## src/rtl/uart_rx_pkg.sv

```systemverilog
package uart_rx_pkg;
  typedef enum logic [2:0] {
    PAR_EVEN  = 3'd0,
    PAR_ODD   = 3'd1,
    PAR_SPACE = 3'd2,
    PAR_MARK  = 3'd3,
    PAR_NONE  = 3'd4
  } par_mode_e;

  typedef enum logic [2:0] {
    ST_IDLE, ST_START, ST_DATA, ST_PAR, ST_STOP
  } rx_state_e;

  function automatic logic par_used(input logic [2:0] mode);
    return mode < 3'd4;
  endfunction

  function automatic logic par_expect(input logic [2:0] mode, input logic [7:0] d);
    case (mode)
      3'd0:    return ^d;
      3'd1:    return ~^d;
      3'd2:    return 1'b0;
      default: return 1'b1;
    endcase
  endfunction
endpackage

```

## src/rtl/uart_rx_sync.sv

```systemverilog
module uart_rx_sync #(
  parameter int STAGES = 2
) (
  input  logic clk_i,
  input  logic rst_ni,
  input  logic d_i,
  output logic q_o
);
  logic [STAGES-1:0] sr_q;

  always_ff @(posedge clk_i or negedge rst_ni) begin
    if (!rst_ni) sr_q <= '1;  // idle line is high
    else         sr_q <= {sr_q[STAGES-2:0], d_i};
  end

  assign q_o = sr_q[STAGES-1];
endmodule

```

## src/rtl/uart_rx_deser.sv

```systemverilog
module uart_rx_deser
  import uart_rx_pkg::*;
#(
  parameter int DW  = 8,
  parameter int OSR = 16
) (
  input  logic          clk_i,
  input  logic          rst_ni,
  input  logic          rx_i,
  input  logic          tick_i,
  input  logic [2:0]    par_mode_i,
  output logic          done_o,
  output logic [DW-1:0] byte_o,
  output logic          perr_o,
  output logic          ferr_o
);
  localparam int CW   = $clog2(OSR);
  localparam int IW   = $clog2(DW);
  localparam int HALF = OSR / 2;

  rx_state_e     st_q;
  logic [CW-1:0] cnt_q;
  logic [IW-1:0] idx_q;
  logic [DW-1:0] sh_q;
  logic          pbit_q;
  logic          bit_end;

  assign bit_end = (cnt_q == CW'(OSR - 1));

  always_ff @(posedge clk_i or negedge rst_ni) begin
    if (!rst_ni) begin
      st_q   <= ST_IDLE;
      cnt_q  <= '0;
      idx_q  <= '0;
      sh_q   <= '0;
      pbit_q <= 1'b0;
      done_o <= 1'b0;
      perr_o <= 1'b0;
      ferr_o <= 1'b0;
    end else begin
      done_o <= 1'b0;
      if (tick_i) begin
        case (st_q)
          ST_IDLE: if (!rx_i) begin
            st_q  <= ST_START;
            cnt_q <= '0;
          end
          ST_START: begin
            if (cnt_q == CW'(HALF - 1)) begin
              st_q  <= rx_i ? ST_IDLE : ST_DATA;  // glitch rejection
              cnt_q <= '0;
              idx_q <= '0;
            end else cnt_q <= cnt_q + 1'b1;
          end
          ST_DATA: begin
            if (bit_end) begin
              sh_q  <= {rx_i, sh_q[DW-1:1]};
              cnt_q <= '0;
              if (idx_q == IW'(DW - 1)) st_q <= par_used(par_mode_i) ? ST_PAR : ST_STOP;
              else                      idx_q <= idx_q + 1'b1;
            end else cnt_q <= cnt_q + 1'b1;
          end
          ST_PAR: begin
            if (bit_end) begin
              pbit_q <= rx_i;
              cnt_q  <= '0;
              st_q   <= ST_STOP;
            end else cnt_q <= cnt_q + 1'b1;
          end
          ST_STOP: begin
            if (bit_end) begin
              done_o <= 1'b1;
              ferr_o <= !rx_i;
              perr_o <= par_used(par_mode_i) && (pbit_q != par_expect(par_mode_i, sh_q));
              cnt_q  <= '0;
              st_q   <= ST_IDLE;
            end else cnt_q <= cnt_q + 1'b1;
          end
          default: st_q <= ST_IDLE;
        endcase
      end
    end
  end

  assign byte_o = sh_q;
endmodule

```

## src/rtl/uart_rx_status.sv

```systemverilog
module uart_rx_status #(
  parameter int DW = 8
) (
  input  logic          clk_i,
  input  logic          rst_ni,
  input  logic          done_i,
  input  logic [DW-1:0] byte_i,
  input  logic          perr_i,
  input  logic          ferr_i,
  input  logic          rd_i,
  input  logic          clr_i,
  output logic [DW-1:0] data_o,
  output logic          ready_o,
  output logic          ovr_o,
  output logic          perr_o,
  output logic          ferr_o
);
  logic ovr_ev, perr_ev, ferr_ev;

  assign ovr_ev  = done_i && ready_o && !rd_i;
  assign perr_ev = done_i && perr_i;
  assign ferr_ev = done_i && ferr_i;

  always_ff @(posedge clk_i or negedge rst_ni) begin
    if (!rst_ni) begin
      data_o  <= '0;
      ready_o <= 1'b0;
      ovr_o   <= 1'b0;
      perr_o  <= 1'b0;
      ferr_o  <= 1'b0;
    end else begin
      if (done_i) data_o <= byte_i;
      if (done_i)    ready_o <= 1'b1;
      else if (rd_i) ready_o <= 1'b0;
      // set beats clear
      ovr_o  <= ovr_ev  || (ovr_o  && !clr_i);
      perr_o <= perr_ev || (perr_o && !clr_i);
      ferr_o <= ferr_ev || (ferr_o && !clr_i);
    end
  end
endmodule

```

## src/rtl/uart_rx_sticky.sv

```systemverilog
module uart_rx_sticky #(
  parameter int DW  = 8,
  parameter int OSR = 16
) (
  input  logic          clk_i,
  input  logic          rst_ni,
  input  logic          rxd_i,
  input  logic          tick_i,
  input  logic [2:0]    par_mode_i,
  input  logic          rd_i,
  input  logic          rst_sta_i,
  output logic [DW-1:0] data_o,
  output logic          ready_o,
  output logic          ovr_o,
  output logic          par_err_o,
  output logic          frm_err_o
);
  logic          rx_s;
  logic          char_done;
  logic [DW-1:0] char_byte;
  logic          char_perr, char_ferr;

  uart_rx_sync #(.STAGES(2)) u_sync (
    .clk_i, .rst_ni, .d_i(rxd_i), .q_o(rx_s)
  );

  uart_rx_deser #(.DW(DW), .OSR(OSR)) u_deser (
    .clk_i, .rst_ni, .rx_i(rx_s), .tick_i, .par_mode_i,
    .done_o(char_done), .byte_o(char_byte), .perr_o(char_perr), .ferr_o(char_ferr)
  );

  uart_rx_status #(.DW(DW)) u_status (
    .clk_i, .rst_ni, .done_i(char_done), .byte_i(char_byte),
    .perr_i(char_perr), .ferr_i(char_ferr), .rd_i, .clr_i(rst_sta_i),
    .data_o, .ready_o, .ovr_o, .perr_o(par_err_o), .ferr_o(frm_err_o)
  );
endmodule

```

## config.mk

```make
export PLATFORM = sky130hd
export DESIGN_NAME = uart_rx_sticky
export DESIGN_NICKNAME = d
export VERILOG_FILES = /design/src/rtl/uart_rx_pkg.sv /design/src/rtl/uart_rx_sync.sv /design/src/rtl/uart_rx_deser.sv /design/src/rtl/uart_rx_status.sv /design/src/rtl/uart_rx_sticky.sv
export SDC_FILE = /design/constraint.sdc
export NUM_CORES = 1
export LEC_CHECK = 0
export BUFFER_PORTS_ARGS = -buffer_cell sky130_fd_sc_hd__buf_4
export CORE_MARGIN = 2
export CORE_UTILIZATION = 44
export CTS_CLUSTER_DIAMETER = 100
export CTS_CLUSTER_SIZE = 28
export DETAILED_ROUTE_END_ITERATION = 8
export PLACE_DENSITY = 0.67
export SLEW_MARGIN = 10
export SYNTH_ARGS = -nofsm -noshare
export SYNTH_HDL_FRONTEND = slang
export SYNTH_SLANG_ARGS = --single-unit
```

## constraint.sdc

```tcl
create_clock -name clk_i -period 1.5 [get_ports clk_i]
set_input_delay 0.075 -clock clk_i [delete_from_list [all_inputs] [get_ports clk_i]]
set_output_delay 0.075 -clock clk_i [all_outputs]
set_load 0.05 [all_outputs]
```

==> metrics.md, run 1 <==
| Metric | Value |
|---|---|
| Status | complete, but fails checks |
| Failing checks | setup timing |
| Layout cells sized above 1 | a little under half |
| Max-cap violations | 0 |
| Register area share after synthesis | between 50 and 60% |
| Worst hold path type | input pin to flip-flop |
| Worst reg2reg setup slack | -70 ps |
| Via count | between 1000 and 1500 |
| VDD IR max | between 0.5 and 0.6 mV |
| Worst setup EP type | flip-flop |
| Synth top area share | 49.38% |
| Root Buffer | clkbuf_8 |
| # port buffers | 20 |
| Clk Latency, worst-skew pair | 290 ps |
| Dpl hpwl | ~2600 µm |
| Commonest non-fill, non-tap cell in the layout | buf_4 |
| WP depth | 6 |
| Setup violators final | 5 |
| P&R area growth vs syn | 33.55% |
| Required @ worst endpoint | around 1700 ps |
| Min Hold Slack | roughly 25 ps |
| Kind of critical path | flip-flop to flip-flop |
| Clock sink count | 36 |
| CP arrival | about 1800 ps |
| Largest net degree at the start of global routing | 37 |
| Yosys reg bits | 36 |
| Pleak | approximately 1.1 nW |
| Initial antenna violation count | 0 |
| Final WS setup | -72.20 ps |
| DR iter-0 viols | between 50 and 60 |
| Final Cycle Share | 104.8% |
| Vert. Die Dim | ~67 µm |
| Max Root-Sink Buffers | 2 |
| Most frequent cells in the layout | 38 x buf_4, 32 x dfrtp_1, 16 x mux2_2 |
| Async set or reset register ratio after synthesis | 100.0% |
| Vias in the first global route | 1432 |
| Die boundary width | ~67 µm |
| Worst-case reg-to-reg path depth | 6 |
| R2r endpoint | u_deser.idx_q[0] |
| EDFF count, synth | 0 |
| Internal Power | around 2.0 mW |
| Pre-CTS setup slack | -219.5 ps |
| GPL Wtd Cong | about 0.82 |
| Worst flop-to-flop path startpoint | u_deser.idx_q[1] |
| Comb power frac | between 30% and 40% |
| GRT Total Usage | between 20% and 30% |
| CTS buffer count | 5 |
| Leading cell types by total area after synthesis | dfrtp_1 49%, mux2_2 10%, o21ai_0 3.2% |
| H-tree depth | 2 |
| TritonCTS clock tree | built |
| Crit path capture | u_deser.idx_q[0] |
| Min Tclk post-route | approximately 1600 ps |
| Syn nets | about 160 |
| Antenna cells | 0 |
| Worst Tran Pin Value | between 400 and 500 ps |
| P_sw | roughly 0.99 mW |
| Fin. max-slew vios | 0 |
| Cell taking the most area after synthesis | dfrtp_1 |
| Detailed Route WL | about 3900 µm |
| Final clock skew | about 5 ps |
| Ys Warns | 0 |
| Rel. slew slack | roughly 70% |
| Row cnt | 22 |
| Via density | ~5.5 |
| Clock network fraction of design power | around a quarter |
| RSZ-0062 raised after global routing | yes |
| CP Launch Point | u_deser.idx_q[1] |
| Critical path cell sequence | ha_2 -> ha_4 -> o32ai_2 -> nand3b_1 -> buf_6 -> a21o_1 |
| DRT Pass-1 Iters | 4 |
| CP peak stage delay | ~380 ps |
| Worst-path maximum fanout | 5 |
| Switching portion of total power | roughly 33% |
| Routed len/inst | 15.75 µm |
| CORE AREA | about 3700 µm² |
| Num ports | 21 |
| Total gr overflow | 0 |
| Nets@finish | roughly 210 |
| Synth Flop Type | dfrtp_1 |
| Clk slew on worst S/H paths | roughly 70 ps |
| Seq pwr share | a little over two fifths |
| Yosys cell types | between 40 and 50 |
| Die ar. | between 4000 and 5000 µm² |
| Crit path launch type | flip-flop |
| Buf+Inv Stages, Crit Path | 1 |
| First-pass GRT wire length | around 6500 µm |
| Mapped cell area | between 1500 and 2000 µm² |
| Fmax achieved | ~640 MHz |
| Hold path depth | 2 |
| Power density over cell area | 1307 nW/µm² |
| Fin util | around 62% |
| Crit path max-delay family | flip-flops |
| Syn Inst Count | 152 |
| Crit-path slowest cell | dfrtp_1 |
| Total power draw | roughly 3 mW |
| Residual DRC | 0 |
| Initial cell density of the core | 46.36% |
| Final hold vios | 0 |
| Avg Inst Size Synth | 11.33 µm² |
| Final ANT Viol Nets | 0 |
## worst min path at each step
stage | to | from | slack [ps]
6_report | u_deser.st_q[0] | tick_i | 20
5_1_grt | u_deser.st_q[0] | tick_i | 20
4_1_cts | u_deser.st_q[0] | tick_i | 20
3_5_place_dp | u_status.data_o[4] | rst_ni | 60
3_3_place_gp | u_status.data_o[4] | rst_ni | 40
2_1_floorplan | u_deser.byte_o[0] | rst_ni | -220
## metrics by stage
step	cells	TNS, ps	instance area, µm²
finish	245	-237.4	2301
detailed placement	231	-881.0	2054
floorplan	152	-596.8	1735
global placement	231	-64.56	2054
global route	245	-1109	2301
CTS	245	-353.5	2255
## worst reg2reg max path: cells and delay by family (launching register included)
family                     cells  cell delay [ps]
DFF                            1              380
adders and majority gates      2              370
AOI/OAI and AO/OA              2              370
and+or+nand+nor                1              170
buffers and inverters          1              170
## sequential cells by signal, summed over array words and instances (netlist names)
signal / cells
u_deser.byte_o: 8
u_status.data_o: 8
u_deser.cnt_q: 4
u_deser.idx_q: 3
u_deser.st_q: 3
u_sync.sr_q: 2
u_deser.done_o: 1
u_deser.ferr_o: 1
u_deser.pbit_q: 1
u_deser.perr_o: 1
u_status.ferr_o: 1
u_status.ovr_o: 1
u_status.perr_o: 1
u_status.ready_o: 1
## layer usage
| metal | global-route usage, % | share of wire (%) | vias to the layer above |
|---|---|---|---|
| met4 | 10.71 | 3.5 | 0 |
| li1 | - | - | 639 |
| met5 | 0 | 0 | - |
| met3 | 5.912 | 4.2 | 11 |
| met1 | 23.47 | 41 | 660 |
| met2 | 33.50 | 51 | 41 |
## cells in the mapped netlist, types with 3 or more instances
master	count
dfrtp_1	34
mux2_2	16
o21ai_0	11
nand2_1	10
inv_1	7
nor2_1	6
xnor2_1	6
a21oi_1	4
nand2b_1	4
ha_1	3
mux2i_1	3
or3_1	3
## power by group through the flow
stage                     Sequential, mW  Clock [mW]  Combinational (mW)
after global routing                1.27       0.797                1.11
after global placement              1.24           0               0.815
final                               1.26       0.744                1.01
after detailed placement            1.25           0               0.861
after CTS                           1.23       0.763               0.941
after floorplan                     1.21           0               0.557
## area by class of cell
| type | count | area (µm²) |
|---|---|---|
| Multi-Input combinational cell | 104 | 864.6 |
| Timing Repair Buffer | 43 | 347.8 |
| Fill cell | 291 | 1415 |
| Clock buffer | 7 | 96.34 |
| Tap cell | 48 | 60.06 |
| Inverter | 7 | 26.28 |
| Sequential cell | 36 | 905.9 |
## logic make-up (layout without fill, tap and decap cells)
logic type                 Yosys count  count (layout)  synth area share (%)
buffers and inverters               12              57                 2.905
adders and majority gates            3               3                 2.179
AOI/OAI and AO/OA                   32              32                 12.20
xor gates and xnor gates             8               8                 4.067
muxes                               20              20                 13.07
and+or+nand+nor                     41              41                 13.15
DFF                                 36              36                 52.43
## what timing repair did
action	CTS	global route
hold buffers	2	0
endpoints found under the hold margin	35	0
gates resized for setup	13	20
endpoints found under the setup margin	15	21
pin swaps	12	5
setup buffers	5	0
(Power assumes the default switching activity.)
==> run 2: changes to the inputs <==
Settings changed: ABC_CLOCK_PERIOD_IN_PS set to 1500, CORE_UTILIZATION 44 to 51, PLACE_DENSITY 0.67 to 0.75.
==> run 2 against run 1 <==
Compared with the run above: the flow still finishes with violations (setup timing); clock-buffer cell count stayed put; combinational power is 4% higher; fmax is 1.5% lower; sequential cell count stayed put; power is 6.0% lower.
==> metrics.md, run 2 (synthesis results as in run 1) <==
| Metric | Value |
|---|---|
| Nets@finish | 212 |
| Antenna cells | 0 |
| Kind of critical path | flip-flop to flip-flop |
| Clk Latency, worst-skew pair | roughly 340 ps |
| Row cnt | 21 |
| GRT Total Usage | roughly a fifth |
| # port buffers | 20 |
| Via density | around 5.4 |
| Final hold vios | 0 |
| Vert. Die Dim | a little over 60 µm |
| Crit path launch type | flip-flop |
| Residual DRC | 0 |
| Largest net degree at the start of global routing | 37 |
| Setup violators final | 11 |
| Detailed Route WL | ~3500 µm |
| Die ar. | between 3000 and 4000 µm² |
| DR iter-0 viols | 61 |
| Total gr overflow | 0 |
| Min Hold Slack | approximately 28 ps |
| DRT Pass-1 Iters | 4 |
| Total power draw | 2.825 mW |
| Die boundary width | 62.12 µm |
| Fmax achieved | roughly 630 MHz |
| Hold path depth | 3 |
| Clock sink count | 36 |
| Fin. max-slew vios | 0 |
| Multi-input combinational cell area | 858.3 µm² |
| Final Cycle Share | 106.4% |
| Max Root-Sink Buffers | 2 |
| Final ANT Viol Nets | 0 |
| CP arrival | around 1800 ps |
| Status | complete, but fails checks |
| Routed len/inst | ~14 µm |
| Reg area | between 900 and 1000 µm² |
| Num ports | 21 |
| Vias in the first global route | approximately 1300 |
| Final WS setup | -95.75 ps |
| H-tree depth | 2 |
| CORE AREA | between 3000 and 4000 µm² |
| Worst setup EP type | flip-flop |
| Required @ worst endpoint | between 1500 and 2000 ps |
| GPL Wtd Cong | roughly 0.86 |
| TritonCTS clock tree | built |
| Most frequent cells in the layout | 41 x buf_4, 33 x dfrtp_1, 15 x mux2_2 |
| Commonest non-fill, non-tap cell in the layout | buf_4 |
| Initial cell density of the core | a little over half |
| Worst-path maximum fanout | 4 |
| Fill cell count | between 200 and 300 |
| Initial antenna violation count | 0 |
| Max-cap violations | 0 |
| DP Cell Count | 232 |
| Min Tclk post-route | between 1500 and 2000 ps |
| Via count | between 1000 and 1500 |
| Root Buffer | clkbuf_4 |
| Pre-CTS setup slack | -120.5 ps |
| Finished Layout Cells | around 250 |
| Clk slew on worst S/H paths | 110 ps |
| Fin util | between 60 and 70% |
| Layout cells sized above 1 | 44.78% |
| Dpl hpwl | 2449 µm |
| P&R area growth vs syn | 32.24% |
| Worst Tran Pin Value | roughly 470 ps |
| Power density over cell area | around 1200 nW/µm² |
| First-pass GRT wire length | between 5000 and 6000 µm |
| Worst hold path type | input pin to flip-flop |
| RSZ-0062 raised after global routing | yes |
| Worst-case reg-to-reg path depth | 5 |
| Failing checks | setup timing |
| CTS buffer count | 5 |
| Rel. slew slack | 68.89% |
| VDD IR max | 0.7921 mV |
| Pleak | approximately 1.1 nW |
| Final clock skew | approximately 7.6 ps |
run 2: worst max-delay path: stages, from the launching register on:
cell and delay, ps:
dfrtp_1 420, ha_4 170, and3_4 180, nand2_2 70
or3_4 340, mux2_4 300
run 2: power by group:
group	total [mW]	internal (mW)	switching [mW]
Clock	0.549	0.229	0.320
Combinational	1.05	0.551	0.495
Sequential	1.23	1.09	0.138
Total	2.83	1.87	0.953
run 2: layout make-up:
cell class | instances | share of cell area (%)
sequential | 36 | 39.70
multi-input combinational | 104 | 37.67
clock buffer | 7 | 2.416
inverter | 7 | 1.153
timing repair buffer | 46 | 16.20
clock inverter | 1 | 0.3295
tap | 46 | 2.526
run 2: path summary, 6_finish.rpt:
path                       slack, ps        startpoint               end
min in group asynchronous        220            rst_ni  u_deser.idx_q[0]
hold reg to reg                  360    u_sync.sr_q[0]    u_sync.sr_q[1]
max in group asynchronous        940            rst_ni    u_sync.sr_q[1]
hold / removal                    30     par_mode_i[1]    u_deser.perr_o
setup / recovery                -100  u_deser.cnt_q[0]    u_deser.pbit_q
setup reg to reg                -100  u_deser.cnt_q[0]    u_deser.pbit_q
run 2: metal layers:
layer	wire length, µm	GRT usage (%)
met1	1556	27.14
met2	1732	28.53
met3	151	4.348
met4	95	8.889
met5	0	0
run 2: repair_timing:
action,in CTS,in global routing
pin swaps,11,11
hold buffers,3,0
endpoints found under the hold margin,36,0
cloned,0,0
resized for setup,10,17
setup buffers,1,3
endpoints found under the setup margin,16,19
run 2: per-stage QoR:
stage / TNS, ps / instance area [µm²]
floorplan: -596.8 / 1735
global placement: -310.2 / 2074
detailed placement: -892.1 / 2074
CTS: -394.9 / 2218
global route: -1217 / 2278
finish: -312.2 / 2278
